<file path="src/rtl/alt_pwm_pkg.sv">
package alt_pwm_pkg;

    localparam int DATA_W  = 16;
    localparam int ADDR_W  = 3;
    localparam int PRESC_W = 2;

    typedef enum logic [1:0] {
        OM_HOLD   = 2'd0,
        OM_TOGGLE = 2'd1,
        OM_ALT    = 2'd2,
        OM_SPARE  = 2'd3
    } outmode_e;

    typedef enum logic [ADDR_W-1:0] {
        RA_CMP1 = 3'd0,
        RA_CMP2 = 3'd1,
        RA_PRE1 = 3'd2,
        RA_PRE2 = 3'd3,
        RA_LOAD = 3'd4,
        RA_CNT  = 3'd5,
        RA_CTRL = 3'd6,
        RA_STAT = 3'd7
    } regaddr_e;

    typedef struct packed {
        logic [3:0]         spare;
        logic [PRESC_W-1:0] presc;
        logic               reload;
        logic               force_val;
        logic               force_go;
        logic               oen;
        logic               invert;
        outmode_e           mode;
        logic               length;
        logic               down;
        logic               run;
    } ctrl_t;

    typedef struct packed {
        logic cmp2;
        logic cmp1;
        logic ovf;
        logic term;
    } evt_t;

    function automatic evt_t sticky_next(evt_t cur, evt_t set, logic wr, evt_t keep);
        evt_t base;
        base = wr ? evt_t'(cur & keep) : cur;
        return evt_t'(base | set);
    endfunction

endpackage

</file>
<file path="src/rtl/alt_pwm_prescale.sv">
module alt_pwm_prescale
    import alt_pwm_pkg::*;
(
    input  logic               clk,
    input  logic               rst,
    input  logic               run,
    input  logic [PRESC_W-1:0] sel,
    output logic               tick
);
    localparam int PC_W = (1 << PRESC_W) - 1;

    logic [PC_W-1:0] pcnt;
    logic [PC_W:0]   one_sh;
    logic [PC_W-1:0] mask;

    always_comb begin
        one_sh = (PC_W+1)'(1) << sel;
        mask   = PC_W'(one_sh - 1'b1);
    end

    assign tick = run && ((pcnt & mask) == mask);

    always_ff @(posedge clk) begin
        if (rst || !run) pcnt <= '0;
        else             pcnt <= pcnt + 1'b1;
    end
endmodule

</file>
<file path="src/rtl/alt_pwm_count.sv">
module alt_pwm_count
    import alt_pwm_pkg::*;
#(
    parameter int CNT_W = 16
) (
    input  logic             clk,
    input  logic             rst,
    input  logic             tick,
    input  logic             down,
    input  logic             length,
    input  logic             alt,
    input  logic [CNT_W-1:0] cmp1,
    input  logic [CNT_W-1:0] cmp2,
    input  logic [CNT_W-1:0] load,
    input  logic             cnt_wr,
    input  logic [CNT_W-1:0] cnt_wdata,
    output logic [CNT_W-1:0] cnt,
    output logic             sel,
    output evt_t             evt,
    output logic             step
);
    localparam logic [CNT_W-1:0] TOP = '1;

    logic z1, z2, reinit;

    always_comb begin
        z1 = (cmp1 == '0);
        z2 = (cmp2 == '0);
        if (alt) begin
            evt.cmp1 = tick && !sel && ((cnt == cmp1) || z1);
            evt.cmp2 = tick &&  sel && ((cnt == cmp2) || z2);
            evt.term = evt.cmp1 || evt.cmp2;
        end else begin
            evt.cmp1 = tick && (cnt == cmp1);
            evt.cmp2 = tick && (cnt == cmp2);
            evt.term = down ? evt.cmp2 : evt.cmp1;
        end
        // an empty following phase is absorbed: no toggle, select stays
        step     = alt && ((evt.cmp1 && !z2) || (evt.cmp2 && !z1));
        reinit   = evt.term && length;
        evt.ovf  = tick && !reinit && (down ? (cnt == '0) : (cnt == TOP));
    end

    always_ff @(posedge clk) begin
        if (rst) begin
            cnt <= '0;
            sel <= 1'b0;
        end else if (cnt_wr) begin
            cnt <= cnt_wdata;
            sel <= 1'b0;
        end else if (tick) begin
            if (reinit)    cnt <= load;
            else if (down) cnt <= cnt - 1'b1;
            else           cnt <= cnt + 1'b1;
            sel <= sel ^ step;
        end
    end
endmodule

</file>
<file path="src/rtl/alt_pwm_oflag.sv">
module alt_pwm_oflag
    import alt_pwm_pkg::*;
(
    input  logic     clk,
    input  logic     rst,
    input  outmode_e mode,
    input  logic     term,
    input  logic     step,
    input  logic     force_go,
    input  logic     force_val,
    output logic     flag
);
    always_ff @(posedge clk) begin
        if (rst) begin
            flag <= 1'b0;
        end else if (force_go) begin
            flag <= force_val;
        end else begin
            unique case (mode)
                OM_TOGGLE: if (term) flag <= ~flag;
                OM_ALT:    if (step) flag <= ~flag;
                default:   flag <= flag;
            endcase
        end
    end
endmodule

</file>
<file path="src/rtl/alt_pwm_timer.sv">
module alt_pwm_timer
    import alt_pwm_pkg::*;
#(
    parameter int CNT_W = 16
) (
    input  logic              clk,
    input  logic              rst,
    input  logic              wr_en,
    input  logic [ADDR_W-1:0] wr_addr,
    input  logic [DATA_W-1:0] wr_data,
    input  logic [ADDR_W-1:0] rd_addr,
    output logic [DATA_W-1:0] rd_data,
    output logic              pin,
    output logic              pin_oe,
    output logic              irq
);
    logic [CNT_W-1:0] cmp1_q, cmp2_q, pre1_q, pre2_q, load_q, cnt;
    ctrl_t            ctrl_q, wctl;
    evt_t             flg_q, en_q, evt;
    logic             tick, sel, step, flag, force_go, cnt_wr, stat_wr;

    assign wctl     = ctrl_t'(wr_data);
    assign cnt_wr   = wr_en && (wr_addr == RA_CNT);
    assign stat_wr  = wr_en && (wr_addr == RA_STAT);
    assign force_go = wr_en && (wr_addr == RA_CTRL) && wctl.force_go;

    always_ff @(posedge clk) begin
        if (rst) begin
            cmp1_q <= '0;
            cmp2_q <= '0;
            pre1_q <= '0;
            pre2_q <= '0;
            load_q <= '0;
            ctrl_q <= '0;
            flg_q  <= '0;
            en_q   <= '0;
        end else begin
            // software write takes priority over a preload transfer
            if (wr_en && wr_addr == RA_CMP1)      cmp1_q <= wr_data[CNT_W-1:0];
            else if (ctrl_q.reload && evt.cmp2)   cmp1_q <= pre1_q;
            if (wr_en && wr_addr == RA_CMP2)      cmp2_q <= wr_data[CNT_W-1:0];
            else if (ctrl_q.reload && evt.cmp1)   cmp2_q <= pre2_q;
            if (wr_en && wr_addr == RA_PRE1)      pre1_q <= wr_data[CNT_W-1:0];
            if (wr_en && wr_addr == RA_PRE2)      pre2_q <= wr_data[CNT_W-1:0];
            if (wr_en && wr_addr == RA_LOAD)      load_q <= wr_data[CNT_W-1:0];
            if (wr_en && wr_addr == RA_CTRL) begin
                ctrl_q          <= wctl;
                ctrl_q.force_go <= 1'b0;
                ctrl_q.spare    <= '0;
            end
            flg_q <= sticky_next(flg_q, evt, stat_wr, evt_t'(wr_data[3:0]));
            if (stat_wr) en_q <= evt_t'(wr_data[7:4]);
        end
    end

    alt_pwm_prescale u_presc (
        .clk  (clk),
        .rst  (rst),
        .run  (ctrl_q.run),
        .sel  (ctrl_q.presc),
        .tick (tick)
    );

    alt_pwm_count #(.CNT_W(CNT_W)) u_count (
        .clk       (clk),
        .rst       (rst),
        .tick      (tick),
        .down      (ctrl_q.down),
        .length    (ctrl_q.length),
        .alt       (ctrl_q.mode == OM_ALT),
        .cmp1      (cmp1_q),
        .cmp2      (cmp2_q),
        .load      (load_q),
        .cnt_wr    (cnt_wr),
        .cnt_wdata (wr_data[CNT_W-1:0]),
        .cnt       (cnt),
        .sel       (sel),
        .evt       (evt),
        .step      (step)
    );

    alt_pwm_oflag u_oflag (
        .clk       (clk),
        .rst       (rst),
        .mode      (ctrl_q.mode),
        .term      (evt.term),
        .step      (step),
        .force_go  (force_go),
        .force_val (wctl.force_val),
        .flag      (flag)
    );

    always_comb begin
        unique case (regaddr_e'(rd_addr))
            RA_CMP1: rd_data = DATA_W'(cmp1_q);
            RA_CMP2: rd_data = DATA_W'(cmp2_q);
            RA_PRE1: rd_data = DATA_W'(pre1_q);
            RA_PRE2: rd_data = DATA_W'(pre2_q);
            RA_LOAD: rd_data = DATA_W'(load_q);
            RA_CNT:  rd_data = DATA_W'(cnt);
            RA_CTRL: rd_data = ctrl_q;
            default: rd_data = DATA_W'({en_q, flg_q});
        endcase
    end

    assign irq    = |(flg_q & en_q);
    assign pin_oe = ctrl_q.oen;
    assign pin    = ctrl_q.oen & (flag ^ ctrl_q.invert);
endmodule

</file>
<file path="config.mk">
export PLATFORM = sky130hd
export DESIGN_NAME = alt_pwm_timer
export DESIGN_NICKNAME = d
export VERILOG_FILES = /design/src/rtl/alt_pwm_pkg.sv /design/src/rtl/alt_pwm_prescale.sv /design/src/rtl/alt_pwm_count.sv /design/src/rtl/alt_pwm_oflag.sv /design/src/rtl/alt_pwm_timer.sv
export SDC_FILE = /design/constraint.sdc
export NUM_CORES = 1
export LEC_CHECK = 0
export ABC_AREA = 1
export BUFFER_PORTS_ARGS = -buffer_cell sky130_fd_sc_hd__buf_2
export CAP_MARGIN = 0
export CORE_MARGIN = 3
export CORE_UTILIZATION = 45
export DETAILED_ROUTE_END_ITERATION = 8
export PLACE_DENSITY = 0.65
export SLEW_MARGIN = 20
export SYNTH_ARGS = -nofsm -noshare
export SYNTH_HDL_FRONTEND = slang
export SYNTH_SLANG_ARGS = --single-unit
export TNS_END_PERCENT = 30
</file>
<file path="constraint.sdc">
create_clock -name clk -period 3 [get_ports clk]
set_input_delay 0.15 -clock clk [delete_from_list [all_inputs] [get_ports clk]]
set_output_delay 0.15 -clock clk [all_outputs]
set_load 0.02 [all_outputs]
</file>
== Word-level counts from Yosys, hierarchy flattened ==
Cells that the tools add are included.
Widths: inputs -> output; s select.

* Output and inout bits: 19
* Bits in latches: 0
* Memories kept: 0
* Register bits: 120
* ROM bits: 0
* Input port bits: 25
* Word-level logic and storage cells: 124
* Memory bits (writable): 0

* Equal/unequal tests: 21
* Shifts and indexed selects: 1
* Muxes and demuxes: 18
* Bitwise operators: 8
* Reductions and logical operators: 46
* Add/sub/neg operators: 4
* Div/mod/pow operators: 0
* Multiply operators: 0
* Order comparisons: 0

{| class="wikitable"
|+ Operators by type and width
! operator !! count
|-
| $mux 16 || 8
|-
| $pmux 16 s7 || 1
|-
| $logic_not 16->1 || 3
|-
| $eq 16x16->1 || 2
|-
| $logic_and 1x1->1 || 24
|-
| $eq 3x3->1 const B || 7
|-
| $add 16x1->16 const B || 1
|-
| $eq 16x16->1 const B || 1
|-
| $sub 16x1->16 const B || 1
|-
| $eq 3x2->1 const B || 4
|-
| $and 4x4->4 || 2
|-
| $eq 3x1->1 const B || 2
|-
| $logic_not 3->1 || 2
|-
| $mux 1 || 6
|-
| $reduce_bool 2->1 || 3
|-
| $logic_not 1->1 || 5
|-
| $logic_or 1x1->1 || 5
|-
| $mux 4 || 1
|-
| $or 4x4->4 || 1
|-
| $reduce_or 4->1 || 1
|-
| $add 3x1->3 const B || 1
|-
| $and 3x3->3 || 1
|-
| $eq 3x3->1 || 1
|-
| $ne 3x2->1 const B || 1
|-
| 13 further kinds || 14
|}

== Depth between registers and ports, before layout ==
* Depth after elaboration: 14
* Depth in mapped cells: 16
* Depth with buffers taken out: 16

== Modules after synthesis ==
Synthesis repeated with hierarchy kept, for this count alone.

* Cell total of the unflattened synthesis: 1,233
* Area total of the unflattened synthesis: 7,733.7 um2

{| class="wikitable"
|+ By module, submodules not included
! module !! cells an instance !! sequential area each (um2) !! times used !! area an instance (um2)
|-
| alt_pwm_timer || 738 || 1,981.9 || 1 || 4,928.5
|-
| alt_pwm_count || 462 || 340.3 || 1 || 2,587.5
|-
| alt_pwm_prescale || 18 || 60.1 || 1 || 135.1
|-
| alt_pwm_oflag || 15 || 20.0 || 1 || 82.6
|}

== Worst setup path before layout ==
No wires, ideal clock.

* Kind: reg-to-reg
* From: register ctrl_q[1] (netlist name)
* To: register u_count.cnt[12]
* Arrival time: 2,211 ps
* Path buffers: 0
* Cell stages (with the launch flop): 14
* Setup time: 132 ps
* Required time: 2,868 ps
* Period minus slack after synthesis: 2,343 ps
* Path slack: 657 ps
* Cells stage by stage: dfxtp_1 -> inv_1 -> fa_1 -> inv_1 -> nand3_1 -> nand2_1 -> a21oi_1 -> o21ai_0 -> nand2_1 -> nand2_1 -> xor2_1 -> nand2_1 -> nand3_1 -> a21oi_1

* Word-level cells in the longest chain between the ends: 6
* Elaborated cells on any way between the ends: 7
* Those cells by class: 6 x mux; 1 x reduce/logical

{| class="wikitable"
|+ RTL lines
! element !! line !! source
|-
| start, declared || alt_pwm_timer.sv:18 || <nowiki>ctrl_t ctrl_q, wctl;</nowiki>
|-
| start signal, assigned || alt_pwm_timer.sv:47 || <nowiki>ctrl_q <= wctl;</nowiki>
|-
| $mux 1 || alt_pwm_count.sv:36 || <nowiki>evt.term = down ? evt.cmp2 : evt.cmp1;</nowiki>
|-
| $mux 1 || alt_pwm_count.sv:29 || <nowiki>if (alt) begin</nowiki>
|-
| $logic_and 1x1->1 || alt_pwm_count.sv:40 || <nowiki>reinit = evt.term && length;</nowiki>
|-
| $mux 16 * || alt_pwm_count.sv:52 || <nowiki>if (reinit) cnt <= load;</nowiki>
|-
| $mux 16 * || alt_pwm_count.sv:51 || <nowiki>end else if (tick) begin</nowiki>
|-
| $mux 16 * || alt_pwm_count.sv:48 || <nowiki>end else if (cnt_wr) begin</nowiki>
|-
| end signal, assigned || alt_pwm_count.sv:49 || <nowiki>cnt <= cnt_wdata;</nowiki>
|-
| end signal, assigned || alt_pwm_count.sv:52 ||
|-
| end signal, assigned || alt_pwm_count.sv:53 || <nowiki>else if (down) cnt <= cnt - 1'b1;</nowiki>
|-
| end, declared || alt_pwm_count.sv:17 || <nowiki>output logic [CNT_W-1:0] cnt,</nowiki>
|}

Mark *: on every way between the ends. The rest lies on a longest branch, timed or not. The select of a mux whose other input is x is not followed.
A chain may end at the register's enable or synchronous reset.

== Final worst setup path ==
* From: register u_count.cnt[0]
* To: register u_count.cnt[12]

* Word-level cells in the longest chain between the ends: 9
* Elaborated cells on any way between the ends: 18
* Those cells by class: 2 x add/sub; 2 x eq/ne; 6 x mux; 8 x reduce/logical

{| class="wikitable"
|+ RTL lines
! element !! line
|-
| parallel branches: the longest is 6 deep, another holds $add 16x1->16 || -
|-
| $mux 16 * || alt_pwm_count.sv:52
|-
| $mux 16 * || alt_pwm_count.sv:51
|-
| $mux 16 * || alt_pwm_count.sv:48
|}

Mark *: on every way between the ends. The select of a mux whose other input is x is not followed.

==> metrics.md <==
| Metric | Value |
|---|---|
| Post-CTS setup buffer count | `0` |
| Remaining antenna violation count after routing | `0` |
| Total of endpoints with negative setup slack in the final report | `0` |
| Average vias per placed instance | `5.79` |
| Die outline area | `17,300 um^2` |
| Unrepaired setup endpoints after global routing | `false` |
| Buffer depth of the longest clock path | `2` |
| Initial cell density of the core | `46.2%` |
| Setup TNS | `0 ps` |
| Number of buffers added to fix hold violations after cts | `0` |
| Post-synth EDFFs | `0` |
| Total nets after synthesis | `1,111` |
| Chain of cells forming the critical path | `inv_2 > fa_1 > inv_1 > nand3_1 > nand2_1 > a21oi_1 > o21ai_0 > nand2_1 > nand2_1 > xor2_1 > nand2_1 > nand3_1 > a21oi_1` |
| Most area-consuming cells after synthesis | `sky130_fd_sc_hd__dfxtp_1 34%, sky130_fd_sc_hd__nand2_1 11%, sky130_fd_sc_hd__o21ai_0 9.3%` |
| Count of filler cells inserted in the layout | `1,555` |
| Sort of element at the end of the critical path | `flip-flop` |
| Number of maximum-capacitance violations | `0` |
| Total count of max-transition violations in the final report | `0` |
| Distinct cell type count after synthesis | `37` |
| Routed wire per std cell | `18.7 um` |
| Path class of the lowest-slack min-delay path | `in -> reg` |
| P_leak | `0.00350 uW` |
| GPL Wtd Cong | `0.976` |
| Synthesis-stage register bit count | `120` |
| Main flop type after synthesis | `sky130_fd_sc_hd__dfxtp_1` |
| Post-layout instance count excluding filler cells | `1,325` |
| Actual slew at the worst max-slew pin | `1030 ps` |
| Clock buffer count from CTS | `17` |
| Global-route wire length before repair | `39,100 um` |
| Syn avg cell area | `6.61 um^2` |
| Total via count after detailed routing | `7,667` |
| Count of buffers inserted at the top-level ports | `43` |
| Number of search-and-repair iterations in the first detailed-routing pass | `6` |
| Pin count of the biggest net entering global routing | `65` |
| Via count of the first global-routing pass | `6,939` |
| Seq. cell area | `2400 um^2` |
| Post-layout power | `4300 uW` |
| Sequential element share of the synthesized area | `34.0%` |
| Post-synthesis cell area | `7070 um^2` |
| Clock root buffer | `sky130_fd_sc_hd__clkbuf_16` |
| Total inserted antenna cells | `0` |
| Multi-input gate area | `3920 um^2` |
| I/O pin cnt | `44` |
| Total grt overflow | `0` |
| Synth Instances | `1,070` |
| Crit-path most repeated cell | `sky130_fd_sc_hd__nand2_1` |
| Share of flip-flops with an asynchronous set or reset | `0%` |
| Slowest cell delay on critical path | `480 ps` |
| Critical path required time | `3300 ps` |
| Core Area | `15,300 um^2` |
| Placed instance area | `7510 um^2` |
| Arrival time at the worst endpoint | `2880 ps` |
| Area growth, synth to finish | `14.7%` |
| Pwr/cell area | `529 nW/um^2` |
| Total number of yosys warnings | `0` |
| Row cnt | `45` |
| Launching element type of the critical path | `flip-flop` |
| Category of the most critical setup path | `reg -> reg` |
| Minimum period implied by the final worst setup slack | `2590 ps` |
| Status | `completed` |
| Sinks on Clock Net | `120` |
| Insertion delay to the later sink of the worst-skew pair | `430 ps` |
| Remaining DRCs | `0` |
| Iteration-0 DRC Markers | `1,069` |
| Max Clock Freq | `387 MHz` |
| Clock H-tree levels | `4` |
| Hold violation count in the final report | `0` |
| Worst relative slew slack | `31.0%` |
| Post-layout nets | `1,144` |
| Placed insts | `1,295` |
| Cell taking the most area after synthesis | `sky130_fd_sc_hd__dfxtp_1` |
| Leading cell types in the layout, fill and taps excluded | `200 x sky130_fd_sc_hd__nand2_1, 131 x sky130_fd_sc_hd__o21ai_0, 130 x sky130_fd_sc_hd__inv_1` |
| Most common library cell in the layout ignoring fill and taps | `sky130_fd_sc_hd__nand2_1` |
| Clock skew after layout | `11.0 ps` |
| Final instance area | `8120 um^2` |
| Number of buffer and inverter instances along the worst setup path | `2` |
| Placed wire-length estimate after detailed placement | `18,100 um` |
| Final Cycle Share | `86.2%` |
| Peak supply drop | `446 uV` |
| Die height | `131 um` |
| Clock-pin slew of the registers on the worst-case setup and hold paths | `60 ps` |
| Number of cells upsized or downsized after cts | `0` |
| Worst Path Max Fanout | `7` |
| Antenna violations before repair | `0` |
| Clock tree from TritonCTS | `yes` |
| Die Width | `131 um` |
| Family with the most delay on the worst path | `simple AND/OR/NAND/NOR gates` |
| Share of the synthesized area in the top cell type | `34.0%` |
| GRT Util Overall | `28.6%` |
| Fraction of final layout cells with drive strength greater than 1 | `11.4%` |
| Crit path max-delay cell type | `sky130_fd_sc_hd__dfxtp_1` |
| Routed wire length | `24,800 um` |
[worst min-delay path: stages]
cell                      delay, ps
sky130_fd_sc_hd__buf_2           80
sky130_fd_sc_hd__o21ai_0         70
sky130_fd_sc_hd__a21oi_1        100
[per-layer routing]
| layer | track usage, % | vias to the layer above | routed length (um) |
|---|---|---|---|
| li1 | - | 3682 | - |
| met2 | 41.9 | 390 | 10400 |
| met5 | 0 | - | 0 |
| met4 | 8.52 | 0 | 533 |
| met1 | 42.0 | 3553 | 11400 |
| met3 | 6.28 | 42 | 2380 |
[where the power goes]
part / internal (uW) / switching [uW] / leakage, uW
Clock: 1340 / 738 / 0.000290
Sequential: 1650 / 53.0 / 0.000974
Combinational: 158 / 354 / 0.00223
[cell type report]
class / instances / share of cell area (%)
multi-input combinational: 754 / 48.3
sequential: 120 / 29.6
inverter: 147 / 6.80
clock buffer: 24 / 6.31
timing repair buffer: 63 / 4.66
tap: 211 / 3.25
clock inverter: 6 / 1.09
[Yosys cell counts (19+ instances only)]
cell type,instances
sky130_fd_sc_hd__clkbuf_1,34
sky130_fd_sc_hd__nand2_1,200
sky130_fd_sc_hd__nor2_1,85
sky130_fd_sc_hd__dfxtp_1,120
sky130_fd_sc_hd__nand4_1,31
sky130_fd_sc_hd__a21oi_1,125
sky130_fd_sc_hd__o22ai_1,35
sky130_fd_sc_hd__o21ai_0,131
sky130_fd_sc_hd__inv_1,131
sky130_fd_sc_hd__a221oi_1,19
sky130_fd_sc_hd__nand3_1,32
[through the flow]
step	setup slack [ps]	hold slack [ps]	utilization, %
6_report	414	20.4	53.0
5_1_grt	261	41.6	53.0
4_1_cts	497	12.3	53.0
3_5_place_dp	523	454	49.1
3_3_place_gp	524	440	49.1
2_1_floorplan	657	339	-
[registers in the layout, summed over array words and instances (netlist names), 10 cells and up]
register and count:
cmp2_q 16, u_count.cnt 16, ctrl_q 10, pre1_q 16, pre2_q 16, cmp1_q 16
load_q 16
[path summary, 6_finish.rpt]
| path | from | to | slack [ps] | depth (start not counted) |
|---|---|---|---|---|
| setup / recovery | u_count.cnt[0]$_SDFFE_PP0P_ | u_count.cnt[12]$_SDFFE_PP0P_ | 410 | 13 |
| hold / removal | wr_data[4] | load_q[4]$_SDFFE_PP0P_ | 20 | 3 |
| setup reg to reg | u_count.cnt[0]$_SDFFE_PP0P_ | u_count.cnt[12]$_SDFFE_PP0P_ | 410 | 13 |
| hold reg to reg | u_presc.pcnt[0]$_SDFF_PP0_ | u_presc.pcnt[0]$_SDFF_PP0_ | 470 | 1 |
[cell families after synthesis]
kind of cell | synth area share (%)
buffers and inverters | 10.8
flip-flops | 34.0
adder cells (fa/ha/maj) | 2.94
AND/OR/NAND/NOR | 23.2
AO/OA/AOI/OAI | 26.4
XOR/XNOR | 2.72
(Power assumes the default switching activity.)
